**src/rtl/dlxAluPkg.sv**
```systemverilog
package dlxAluPkg;

  localparam int DATA_W  = 32;
  localparam int FUNC_W  = 4;

  typedef enum logic [FUNC_W-1:0] {
    FN_ADD  = 4'd0,
    FN_ADDU = 4'd1,
    FN_SUB  = 4'd2,
    FN_SUBU = 4'd3,
    FN_AND  = 4'd4,
    FN_OR   = 4'd5,
    FN_XOR  = 4'd6,
    FN_SLL  = 4'd7,
    FN_SRL  = 4'd8,
    FN_SRA  = 4'd9
  } aluFunc_e;

  typedef enum logic [1:0] {
    LG_AND = 2'd0,
    LG_OR  = 2'd1,
    LG_XOR = 2'd2
  } logicSel_e;

  // Strobes passed from the decoder to the datapath.
  typedef struct packed {
    logic      useArith;
    logic      subtract;
    logic      signedOvf;
    logic      useLogic;
    logicSel_e logicSel;
    logic      useShift;
    logic      shiftLeft;
    logic      shiftArith;
  } aluStrobes_t;

endpackage

```
**src/rtl/dlxAluCtrl.sv**
```systemverilog
module dlxAluCtrl
  import dlxAluPkg::*;
#(
  parameter int FUNC_W = dlxAluPkg::FUNC_W
) (
  input  logic [FUNC_W-1:0] funcSel,
  output aluStrobes_t       strobes
);

  always_comb begin
    strobes = '0;
    case (funcSel)
      FN_ADD:  begin strobes.useArith = 1'b1; strobes.signedOvf = 1'b1; end
      FN_ADDU: begin strobes.useArith = 1'b1; end
      FN_SUB:  begin strobes.useArith = 1'b1; strobes.subtract = 1'b1;
                     strobes.signedOvf = 1'b1; end
      FN_SUBU: begin strobes.useArith = 1'b1; strobes.subtract = 1'b1; end
      FN_AND:  begin strobes.useLogic = 1'b1; strobes.logicSel = LG_AND; end
      FN_OR:   begin strobes.useLogic = 1'b1; strobes.logicSel = LG_OR;  end
      FN_XOR:  begin strobes.useLogic = 1'b1; strobes.logicSel = LG_XOR; end
      FN_SLL:  begin strobes.useShift = 1'b1; strobes.shiftLeft = 1'b1; end
      FN_SRL:  begin strobes.useShift = 1'b1; end
      FN_SRA:  begin strobes.useShift = 1'b1; strobes.shiftArith = 1'b1; end
      default: strobes = '0;
    endcase
  end

endmodule

```
**src/rtl/dlxAluAddSub.sv**
```systemverilog
module dlxAluAddSub #(
  parameter int DATA_W = 32
) (
  input  logic [DATA_W-1:0] inA,
  input  logic [DATA_W-1:0] inB,
  input  logic              subtract,
  output logic [DATA_W-1:0] sum,
  output logic              signedOvf,
  output logic              unsignedOvf
);

  localparam int MSB = DATA_W - 1;

  logic [DATA_W-1:0] bInv;
  logic [DATA_W:0]   wide;
  logic              carryOut;

  always_comb begin
    bInv     = inB ^ {DATA_W{subtract}};
    wide     = {1'b0, inA} + {1'b0, bInv} + {{DATA_W{1'b0}}, subtract};
    sum      = wide[MSB:0];
    carryOut = wide[DATA_W];
    // Operands of like sign yielding a result of the other sign.
    signedOvf   = (inA[MSB] == bInv[MSB]) && (sum[MSB] != inA[MSB]);
    // Add: carry out. Subtract: borrow, i.e. no carry out.
    unsignedOvf = subtract ? ~carryOut : carryOut;
  end

endmodule

```
**src/rtl/dlxAluShifter.sv**
```systemverilog
module dlxAluShifter #(
  parameter int DATA_W  = 32,
  parameter int SHAMT_W = $clog2(DATA_W)
) (
  input  logic [DATA_W-1:0]  inA,
  input  logic [SHAMT_W-1:0] shamt,
  input  logic               shiftLeft,
  input  logic               shiftArith,
  output logic [DATA_W-1:0]  shifted
);

  localparam int MSB = DATA_W - 1;

  function automatic logic [DATA_W-1:0] bitFlip(input logic [DATA_W-1:0] v);
    logic [DATA_W-1:0] r;
    for (int i = 0; i < DATA_W; i++) r[i] = v[MSB-i];
    return r;
  endfunction

  logic [DATA_W-1:0] stage [0:SHAMT_W];
  logic              fillBit;

  // Left shifts reuse the right shifter on a bit-reversed word.
  always_comb begin
    fillBit  = shiftArith & ~shiftLeft & inA[MSB];
    stage[0] = shiftLeft ? bitFlip(inA) : inA;
  end

  for (genvar s = 0; s < SHAMT_W; s++) begin : g_stage
    localparam int DIST = 1 << s;
    always_comb begin
      if (shamt[s])
        stage[s+1] = {{DIST{fillBit}}, stage[s][MSB:DIST]};
      else
        stage[s+1] = stage[s];
    end
  end

  always_comb shifted = shiftLeft ? bitFlip(stage[SHAMT_W]) : stage[SHAMT_W];

endmodule

```
**src/rtl/dlxAluDatapath.sv**
```systemverilog
module dlxAluDatapath
  import dlxAluPkg::*;
#(
  parameter int DATA_W  = dlxAluPkg::DATA_W,
  parameter int SHAMT_W = $clog2(DATA_W)
) (
  input  logic [DATA_W-1:0] opA,
  input  logic [DATA_W-1:0] opB,
  input  aluStrobes_t       strobes,
  output logic [DATA_W-1:0] result,
  output logic              zeroFlag,
  output logic              negFlag,
  output logic              ovfFlag
);

  logic [DATA_W-1:0] arithRes, logicRes, shiftRes;
  logic              sOvf, uOvf;

  dlxAluAddSub #(.DATA_W(DATA_W)) uAddSub (
    .inA        (opA),
    .inB        (opB),
    .subtract   (strobes.subtract),
    .sum        (arithRes),
    .signedOvf  (sOvf),
    .unsignedOvf(uOvf)
  );

  dlxAluShifter #(.DATA_W(DATA_W), .SHAMT_W(SHAMT_W)) uShift (
    .inA       (opA),
    .shamt     (opB[SHAMT_W-1:0]),
    .shiftLeft (strobes.shiftLeft),
    .shiftArith(strobes.shiftArith),
    .shifted   (shiftRes)
  );

  always_comb begin
    case (strobes.logicSel)
      LG_AND:  logicRes = opA & opB;
      LG_OR:   logicRes = opA | opB;
      LG_XOR:  logicRes = opA ^ opB;
      default: logicRes = '0;
    endcase
  end

  // Strobes are one-hot or all clear, so an AND-OR mux suffices.
  always_comb begin
    result = ({DATA_W{strobes.useArith}} & arithRes)
           | ({DATA_W{strobes.useLogic}} & logicRes)
           | ({DATA_W{strobes.useShift}} & shiftRes);
    zeroFlag = ~|result;
    negFlag  = result[DATA_W-1];
    ovfFlag  = strobes.useArith & (strobes.signedOvf ? sOvf : uOvf);
  end

endmodule

```
**src/rtl/dlxAlu.sv**
```systemverilog
module dlxAlu
  import dlxAluPkg::*;
#(
  parameter int DATA_W = dlxAluPkg::DATA_W,
  parameter int FUNC_W = dlxAluPkg::FUNC_W
) (
  input  logic [DATA_W-1:0] opA,
  input  logic [DATA_W-1:0] opB,
  input  logic [FUNC_W-1:0] funcSel,
  output logic [DATA_W-1:0] result,
  output logic              zeroFlag,
  output logic              negFlag,
  output logic              ovfFlag
);

  localparam int SHAMT_W = $clog2(DATA_W);

  aluStrobes_t strobes;

  dlxAluCtrl #(.FUNC_W(FUNC_W)) uCtrl (
    .funcSel(funcSel),
    .strobes(strobes)
  );

  dlxAluDatapath #(.DATA_W(DATA_W), .SHAMT_W(SHAMT_W)) uPath (
    .opA     (opA),
    .opB     (opB),
    .strobes (strobes),
    .result  (result),
    .zeroFlag(zeroFlag),
    .negFlag (negFlag),
    .ovfFlag (ovfFlag)
  );

endmodule

```
**config.mk**
```make
export PLATFORM = sky130hd
export DESIGN_NAME = dlxAlu
export DESIGN_NICKNAME = d
export VERILOG_FILES = /design/src/rtl/dlxAluPkg.sv /design/src/rtl/dlxAluCtrl.sv /design/src/rtl/dlxAluAddSub.sv /design/src/rtl/dlxAluShifter.sv /design/src/rtl/dlxAluDatapath.sv /design/src/rtl/dlxAlu.sv
export SDC_FILE = /design/constraint.sdc
export NUM_CORES = 1
export LEC_CHECK = 0
export ABC_AREA = 1
export ABC_CLOCK_PERIOD_IN_PS = 10100
export BUFFER_PORTS_ARGS = -buffer_cell sky130_fd_sc_hd__clkbuf_2
export CORE_MARGIN = 4
export CORE_UTILIZATION = 55
export DETAILED_ROUTE_END_ITERATION = 7
export GPL_TIMING_DRIVEN = 0
export PLACE_DENSITY = 0.84
export SLEW_MARGIN = 30
export SYNTH_ARGS = -nofsm -noshare
export SYNTH_HDL_FRONTEND = slang
export SYNTH_HIERARCHICAL = 1
export SYNTH_SLANG_ARGS = --single-unit
```
**constraint.sdc**
```tcl
create_clock -name vclk -period 10.1
set_clock_uncertainty 0.1 [all_clocks]
set_input_delay 1.01 -clock vclk [all_inputs]
set_output_delay 1.01 -clock vclk [all_outputs]
set_load 0.05 [all_outputs]
```
**Word level (Yosys, flattened, before mapping)**

Index checks and enable logic that the tools add are counted.

- Word-level logic and storage cells: 55
- Output and inout port bits: 35
- Input port bits: 68
- Bits in registers: 0

- Reductions and logical operators: 9
- Equality and inequality tests: 13
- Bitwise operators: 14
- Add/subtract/negate cells: 2
- Mux-type cells: 17

Operators with widths:

| cell | number |
|---|---|
| $mux W32 | 7 |
| $and A32 B32 Y32 | 4 |
| $or A32 B32 Y32 | 3 |
| $pmux W32 S3 | 1 |
| $xor A32 B32 Y32 | 2 |
| $add A32 B32 Y33 | 1 |
| $add A33 B1 Y33 | 1 |
| $reduce_or A32 Y1 | 1 |
| $eq A4 B3 Y1 const B | 4 |
| $pmux W3 S3 | 1 |
| $eq A4 B2 Y1 const B | 2 |
| $eq A4 B4 Y1 const B | 2 |
| $mux W1 | 8 |
| $eq A4 B1 Y1 const B | 1 |
| $logic_not A4 Y1 | 1 |
| $reduce_or A2 Y1 | 2 |
| $reduce_or A4 Y1 | 1 |
| $and A1 B1 Y1 | 3 |
| $reduce_or A3 Y1 | 1 |
| $eq A2 B1 Y1 const B | 1 |
| $eq A2 B2 Y1 const B | 1 |
| $logic_not A2 Y1 | 1 |
| $not A1 Y1 | 2 |
| $eq A1 B1 Y1 | 1 |
| 3 further kinds | 3 |

**Depth between registers and ports, before layout**

Gate-level depths: netlist of run 1.

- Depth in word-level cells: 15
- Mapped depth: 27
- Depth with buffers taken out: 26

**Hierarchy**

Netlist of run 1, hierarchy kept.

By module, submodules not included:

| module | cells an instance | instances | area each (um^2) | seq. area each (um^2) |
|---|---|---|---|---|
| dlxAluDatapath | 488 | 1 | 2706.3 | 0.0 |
| dlxAluShifter | 557 | 1 | 2631.3 | 0.0 |
| dlxAluAddSub | 419 | 1 | 2381.0 | 0.0 |
| dlxAluCtrl | 22 | 1 | 88.8 | 0.0 |

**Worst setup path before layout of run 1**

Ideal clock, no wire load.

- Kind: input to output
- From: in funcSel[2]
- To: out zeroFlag
- Stages on the path: 24
- Arrival: 4.466 ns
- Buffers on the path: 2
- Path slack: 4.524 ns
- Required time: 8.990 ns
- Path through: nor2_2 > inv_1 > nor2_1 > buf_6 > buf_2 > xor2_1 > ha_1 > a21oi_1 > nand2_2 > nand2_2 > nand2_2 > nand2_1 > nand2_2 > nand2_2 > nand2_4 > xor2_2 > a22o_1 > inv_1 > nand2_1 > nor2_1 > nand2_1 > nor2_1 > nand2_1 > nor2_1

RTL lines:

| element | line | source |
|---|---|---|
| start: declaration | dlxAlu.sv:9 | `input logic [FUNC_W-1:0] funcSel,` |
| end: declaration | dlxAlu.sv:11 | `output logic zeroFlag,` |

==> results by group, run 1 <==
Outcome
  – Outcome: completed

Power and ir drop
  – Power per Cell Area: 69.84 nW/um2
  – Pleak: 5.147 nW
  – Final Total Pwr: 597.0 uW
  – VDD IR max: 0.02770 mV

Global routing
  – Largest net degree at the start of global routing: 11
  – First-pass GRT wire length: 51.58 mm
  – Antenna violations before repair: 1
  – Global route total overflow: 0
  – GRT Total Usage: 40.74%
  – Vias in the first global route: 9218

Placed design
  – DP HPWL: 28.53 mm
  – Routability Congestion: 1.103
  – Post-place instance area: 8548 um2
  – DP Cell Count: 1769
  – Port buffer count: 103

Final layout
  – Proportion of layout cells with a drive suffix above 1: 13.34%
  – Post-route cell area: 8548 um2
  – Sequential cell area: 0 um2
  – Finished Layout Cells: 1769
  – N_diodes: 0
  – Most common cell after layout, fill and taps aside: nand2_1
  – FF+latch count: 0
  – Final nets: 1755
  – Final Core Density: 61.58%
  – Clock Buffer Count: 0
  – Most frequent cells in the layout: 502 x nand2_1, 352 x nand3_1, 180 x inv_1, 103 x clkbuf_2, 95 x ha_1
  – Area growth from synthesis to layout: 9.487%

Logic synthesis
  – Post-synth cell types: 41
  – Gate count after technology mapping: 1486
  – Net Count, Synth: 1650
  – Synth warn: 6
  – Post-Syn Area: 7807 um2
  – Avg Cell Area, Syn: 5.254 um2
  – Sequential cell area fraction in the yosys report: 0%

Timing
  – Final Max Slew Viols: 0
  – Endpoints failing hold: 0
  – Setup Total Neg Slack: 0 ns
  – Max-slew headroom: 57.65%
  – Worst slew pin tran: 0.6352 ns
  – RSZ-0062 raised after global routing: no
  – Crit path time final: 5.956 ns
  – Maximum clock rate: 0.1679 GHz
  – Final period util: 58.97%
  – Setup Viol. Count Final: 0

Die
  – # rows: 43
  – Core area: 13880 um2
  – Die height: 127.1 um
  – Initial Util: 56.25%
  – Die Wd: 127.1 um
  – Die ar.: 16170 um2
  – # IOs: 103

Critical path
  – Crit start category: input pin
  – Crit Path Max Fanout: 10
  – CP Capture Type: primary output
  – Kind of critical path: input pin to primary output
  – Max incr delay on CP: 0.35 ns
  – WP data required: 8.99 ns
  – Cell at the slowest stage of the critical path: a21oi_1
  – CP arrival: 4.85 ns

Detailed routing
  – DRC: 0
  – Detailed Routing Iterations Pass 1: 6
  – WL final: 34.51 mm
  – DR vias/cell: 5.976
  – ANT nets after route: 0
  – Wire per inst: 19.51 um
  – DR iter-0 viols: 1812
  – Vias: 10570

Clocking
  – Post-CTS Repair Setup Buffers: 0
  – Cts repair resizes: 0
  – Hold-fix buffer count after cts: 0

Min path
  – Hold path start: funcSel[0]
  – Hold EP: ovfFlag
  – Worst min path class: input pin to primary output
  – Hold Crit Depth: 4

Flow run
  – Max Cap Viol: 0
-- per-layer routing --
layer	track usage, %	up-vias	share of wire (%)
met4	15.14	2	4.8
li1	-	5009	-
met2	55.88	737	38
met1	59.04	4733	43
met5	0	-	0.038
met3	12.58	91	15
-- worst max path at each step --
stage | start | to | slack (ns) | cells after the start
4_1_cts | funcSel[2] | zeroFlag | 4.29 | 24
2_1_floorplan | funcSel[2] | zeroFlag | 4.52 | 24
6_report | funcSel[2] | zeroFlag | 4.14 | 25
5_1_grt | funcSel[3] | zeroFlag | 3.91 | 24
3_5_place_dp | funcSel[2] | zeroFlag | 4.32 | 24
3_3_place_gp | funcSel[2] | zeroFlag | 4.34 | 24
-- logic make-up after synthesis --
| family | Yosys count | synth area share [%] |
|---|---|---|
| simple gates | 980 | 55.50 |
| fa+ha+maj | 96 | 15.48 |
| xor+xnor | 49 | 5.593 |
| compound gates | 98 | 8.045 |
| buf+inv | 263 | 15.38 |
-- report_power, final --
group / switching (mW) / internal (mW) / leakage (nW)
Combinational: 0.419 / 0.178 / 5.15
Sequential: 0 / 0 / 0
Clock: 0 / 0 / 0
-- synth_stat cells (all sizes together), types with 4 or more instances --
cell type  count  area share (%)
ha            95              15
xor2          47             5.4
clkinv         4            0.19
a21o           5            0.48
buf           56             5.0
a22o          25             2.8
nand3b         4            0.38
nor3           5            0.38
nor2          75             3.9
o21bai         5            0.48
nand2        525              26
nand3        365              24
a21oi         39             2.5
clkbuf        16             1.2
inv          187             9.0
o21a           5            0.48
o21ai         18             1.2
-- area by class of cell --
class	count	area (um2)
Fill cell	1438	5333
Inverter	191	716.9
Tap cell	180	225.2
Timing Repair Buffer	103	515.5
Buffer	72	484.2
Multi-Input combinational cell	1223	6606
-- worst max-delay path, delay by kind of cell --
| family | cells | cell delay [ns] |
|---|---|---|
| compound gates | 4 | 1.13 |
| xor+xnor | 1 | 0.21 |
| fa+ha+maj | 1 | 0.32 |
| buf+inv | 6 | 0.99 |
| simple gates | 13 | 1.17 |
-- metrics by stage --
stage	hold WS, ns	setup WS [ns]
after floorplan	2.276	4.524
after global placement	2.596	4.340
after detailed placement	2.595	4.319
after CTS	2.596	4.290
after global routing	2.625	3.907
final	2.608	4.144
Note: power is estimated with default switching activity, not from simulation.
==> run 2, diff against run 1 <==
Settings changed: ABC_AREA 1 to 0, ABC_CLOCK_PERIOD_IN_PS 10100 to 5500, PLACE_DENSITY 0.84 to 0.83.
Clock period 10.1 ns to 5.5 ns, I/O delays scaled along.
==> run 2 against run 1 <==
Effect of this change: area after synthesis increased by 2.2%; global-route usage up 2.0 points; combinational power increased by 110%; final cell count fell by 26%; setup slack got worse by 4.1 ns; die area increased by 2.1%; power is 110% higher; flip-flop and latch count unchanged; critical path type unchanged; critical endpoint unchanged.
==> results by group, run 2 <==
Outcome
  – Outcome: completed

Power and ir drop
  – Sw power: 816.9 uW (+95%)
  – Clock share of power: 0% (unchanged)
  – VDD IR max: 0.09546 mV (+240%)
  – Cell-internal power: 424.4 uW (+140%)
  – Switch share: 65.81% (-4.3 points)
  – Power per Cell Area: 138.4 nW/um2 (+98%)
  – Comb pwr share: 100.0% (about the same)
  – Pleak: 4.055 nW (-21%)
  – Sequential power share: 0% (unchanged)

Logic synthesis
  – Net Count, Synth: 1195 (-28%)
  – Leading area contributor after synthesis: ha_1
  – Gate count after technology mapping: 1031 (-31%)
  – Post-Syn Area: 7980 um2 (+2.2%)
  – Sequential cell area fraction in the yosys report: 0% (unchanged)
  – Area share of the largest cell type after synthesis: 14.89% (-9.2 points)
  – Synth top cells by count: 95 x ha_1, 82 x inv_1, 75 x nand2_1, 67 x nor2_1, 63 x mux2i_1
  – Synth warn: 6 (unchanged)
  – Top-count cell post-synth: ha_1
  – Post-synth cell types: 84 (+100%)
  – Top cells by area, synth: ha_1 15%, mux4_2 9.6%, mux2i_1 7.9%, mux2_2 6.8%, xor2_1 4.5%
  – Avg Cell Area, Syn: 7.740 um2 (+47%)

Detailed routing
  – Top sig layer: met4
  – Routed wl met2: 15.26 mm (+18%)
  – Vias: 9811 (-7.2%)
  – DR iter-0 viols: 2175 (+20%)
  – Detailed Routing Iterations Pass 1: 7 (+1)
  – WL final: 36.85 mm (+6.8%)
  – DRC: 0 (unchanged)
  – Met3 wire length: 5.956 mm (+19%)
  – Met1 Wirelength: 13.63 mm (-8.0%)
  – Wire per inst: 27.98 um (+43%)
  – DR vias/cell: 7.450 (+25%)
  – ANT nets after route: 0 (unchanged)

Placed design
  – DP HPWL: 28.98 mm (+1.6%)
  – DP Cell Count: 1314 (-26%)
  – Pre-CTS worst setup slack: -1.016 ns (-5.335 ns)
  – Routability Congestion: 1.092 (-1.1%)
  – Port buffer count: 103 (unchanged)

Final layout
  – Most common cell after layout, fill and taps aside: clkbuf_2
  – Clock Buffer Count: 0 (unchanged)
  – FF+latch count: 0 (unchanged)
  – Area of the multi-input gates: 7410 um2 (+12%)
  – Area growth from synthesis to layout: 12.35%
  – Most frequent cells in the layout: 107 x clkbuf_2, 94 x ha_1, 82 x inv_1, 75 x nand2_1, 64 x nor2_1
  – Finished Layout Cells: 1317 (-26%)
  – Proportion of layout cells with a drive suffix above 1: 25.42% (+12 points)
  – N_diodes: 0 (unchanged)
  – Fillers: 1267 (-12%)
  – Sequential cell area: 0 um2 (unchanged)
  – Final nets: 1303 (-26%)

Critical path
  – CP arrival: 4.82 ns (-0.03 ns)
  – Max incr delay on CP: 0.43 ns (+0.08 ns)
  – CP Cell Sequence: clkbuf_2, nand2b_4, nor2_1, clkbuf_4, clkbuf_4, clkbuf_4, nand3b_1, nand2_1, o211a_1, a221oi_2, o221ai_1, a21o_1, a22oi_1, o221ai_1, nor4_2, nand4_1, nor2_2, clkbuf_4
  – Crit Path Max Fanout: 10 (unchanged)
  – Most used cell, CP: clkbuf_4
  – Family with the most delay on the worst path: simple AND/OR/NAND/NOR gates
  – Crit start category: input pin
  – CP Capture Type: primary output
  – Kind of critical path: input pin to primary output
  – CP Launch Point: funcSel[3]
  – Crit path buf inv count: 5 (-1)
  – Cell at the slowest stage of the critical path: nor4_2
  – WP data required: 4.85 ns (-4.14 ns)

Min path
  – Hold path start: funcSel[3]
  – Worst min path class: input pin to primary output
  – Hold EP: ovfFlag
  – Hold Crit Depth: 5 (+1)

Clocking
  – Hold-fix buffer count after cts: 0 (unchanged)

Timing
  – Crit path time final: 5.469 ns
  – Worst setup margin: 0.03059 ns (-4.113 ns)
  – Setup Viol. Count Final: 0 (unchanged)
  – Max-slew headroom: 45.89% (-12 points)
  – Endpoints failing hold: 0 (unchanged)
  – Setup Total Neg Slack: 0 ns (unchanged)
  – Worst slew pin tran: 0.8068 ns (+0.1716 ns)
  – Final period util: 99.44%
  – Final Max Slew Viols: 0 (unchanged)
  – Maximum clock rate: 0.1828 GHz

Die
  – Initial Util: 56.83% (+0.58 points)
  – # rows: 43 (unchanged)
  – Core area: 14040 um2 (+1.2%)
  – Die Wd: 128.5 um (+1.0%)
  – Die height: 128.5 um (+1.0%)
  – Die ar.: 16500 um2 (+2.1%)
  – # IOs: 103 (unchanged)

Global routing
  – First-pass GRT wire length: 54.56 mm (+5.8%)
  – Largest net degree at the start of global routing: 13 (+2)
  – GRT Total Usage: 42.70% (+2.0 points)
  – Antenna violations before repair: 0 (-1)
  – Global route total overflow: 0 (unchanged)
  – Vias in the first global route: 9085 (-1.4%)

Flow run
  – Max Cap Viol: 0 (unchanged)
==> run 2: cell types whose count changed after synthesis, sizes merged, moves of 33 or more <==
cell | previous run | this run
mux2 | 0 | 50
mux2i | 0 | 63
nand2 | 525 | 75
inv | 187 | 82
o221ai | 0 | 38
a22oi | 0 | 33
nand3 | 365 | 21
mux4 | 0 | 34
==> run 2: metal layers <==
| metal | vias to the layer above | global-route usage (%) |
|---|---|---|
| met4 | 0 | 15.17 |
| li1 | 4153 | - |
| met3 | 193 | 13.24 |
| met1 | 4526 | 58.01 |
| met5 | - | 0 |
| met2 | 939 | 63.84 |
==> run 2: final cells by class <==
| class | instances | share of cell area (%) |
|---|---|---|
| well taps | 180 | 2.512 |
| plain buffers | 71 | 5.010 |
| multi-input cells | 873 | 82.64 |
| inverters | 84 | 3.558 |
| repair buffers | 109 | 6.280 |
==> run 2: what timing repair did <==
action / CTS / global route
setup endpoints to repair: 6 / 1
resized for setup: 21 / 27
pin swaps: 2 / 6
buffers inserted: 3 / 3
==> run 2: cell families after synthesis <==
logic type      synth area share [%]
simple gates                   16.34
fa+ha+maj                      15.15
compound gates                 27.85
buf+inv                        9.313
xor+xnor                       6.805
mux                            24.55
==> run 2: worst min-delay path, stage by stage <==
cell      delay, ns
clkbuf_2       0.12
nor3_1         0.06
mux2i_1        0.17
nor2b_1        0.08
clkbuf_2       0.23
==> run 2: power by group through the flow <==
stage	Combinational (mW)	Clock, mW	Sequential [mW]
final	1.24	0	0
after global placement	1.14	0	0
after global routing	1.29	0	0
after detailed placement	1.14	0	0
after floorplan	0.795	0	0
after CTS	1.17	0	0
==> run 2: per-stage QoR <==
step / total power, mW / utilization (%) / cell area (um2) / hold slack [ns]
floorplan: 0.7951 / - / 8020 / 1.365
global placement: 1.137 / 62.39 / 8761 / 1.663
detailed placement: 1.141 / 62.43 / 8766 / 1.653
CTS: 1.167 / 63.12 / 8864 / 1.655
global route: 1.294 / 63.85 / 8966 / 1.732
finish: 1.241 / 63.85 / 8966 / 1.668
==> run 2: worst max-delay path by stage <==
stage | cells after the start | to | slack (ns)
global route | 19 | zeroFlag | -0.002
detailed placement | 21 | zeroFlag | -1.02
CTS | 19 | zeroFlag | 0.01
floorplan | 18 | zeroFlag | 0.04
finish | 18 | zeroFlag | 0.03
global placement | 21 | zeroFlag | -1.01
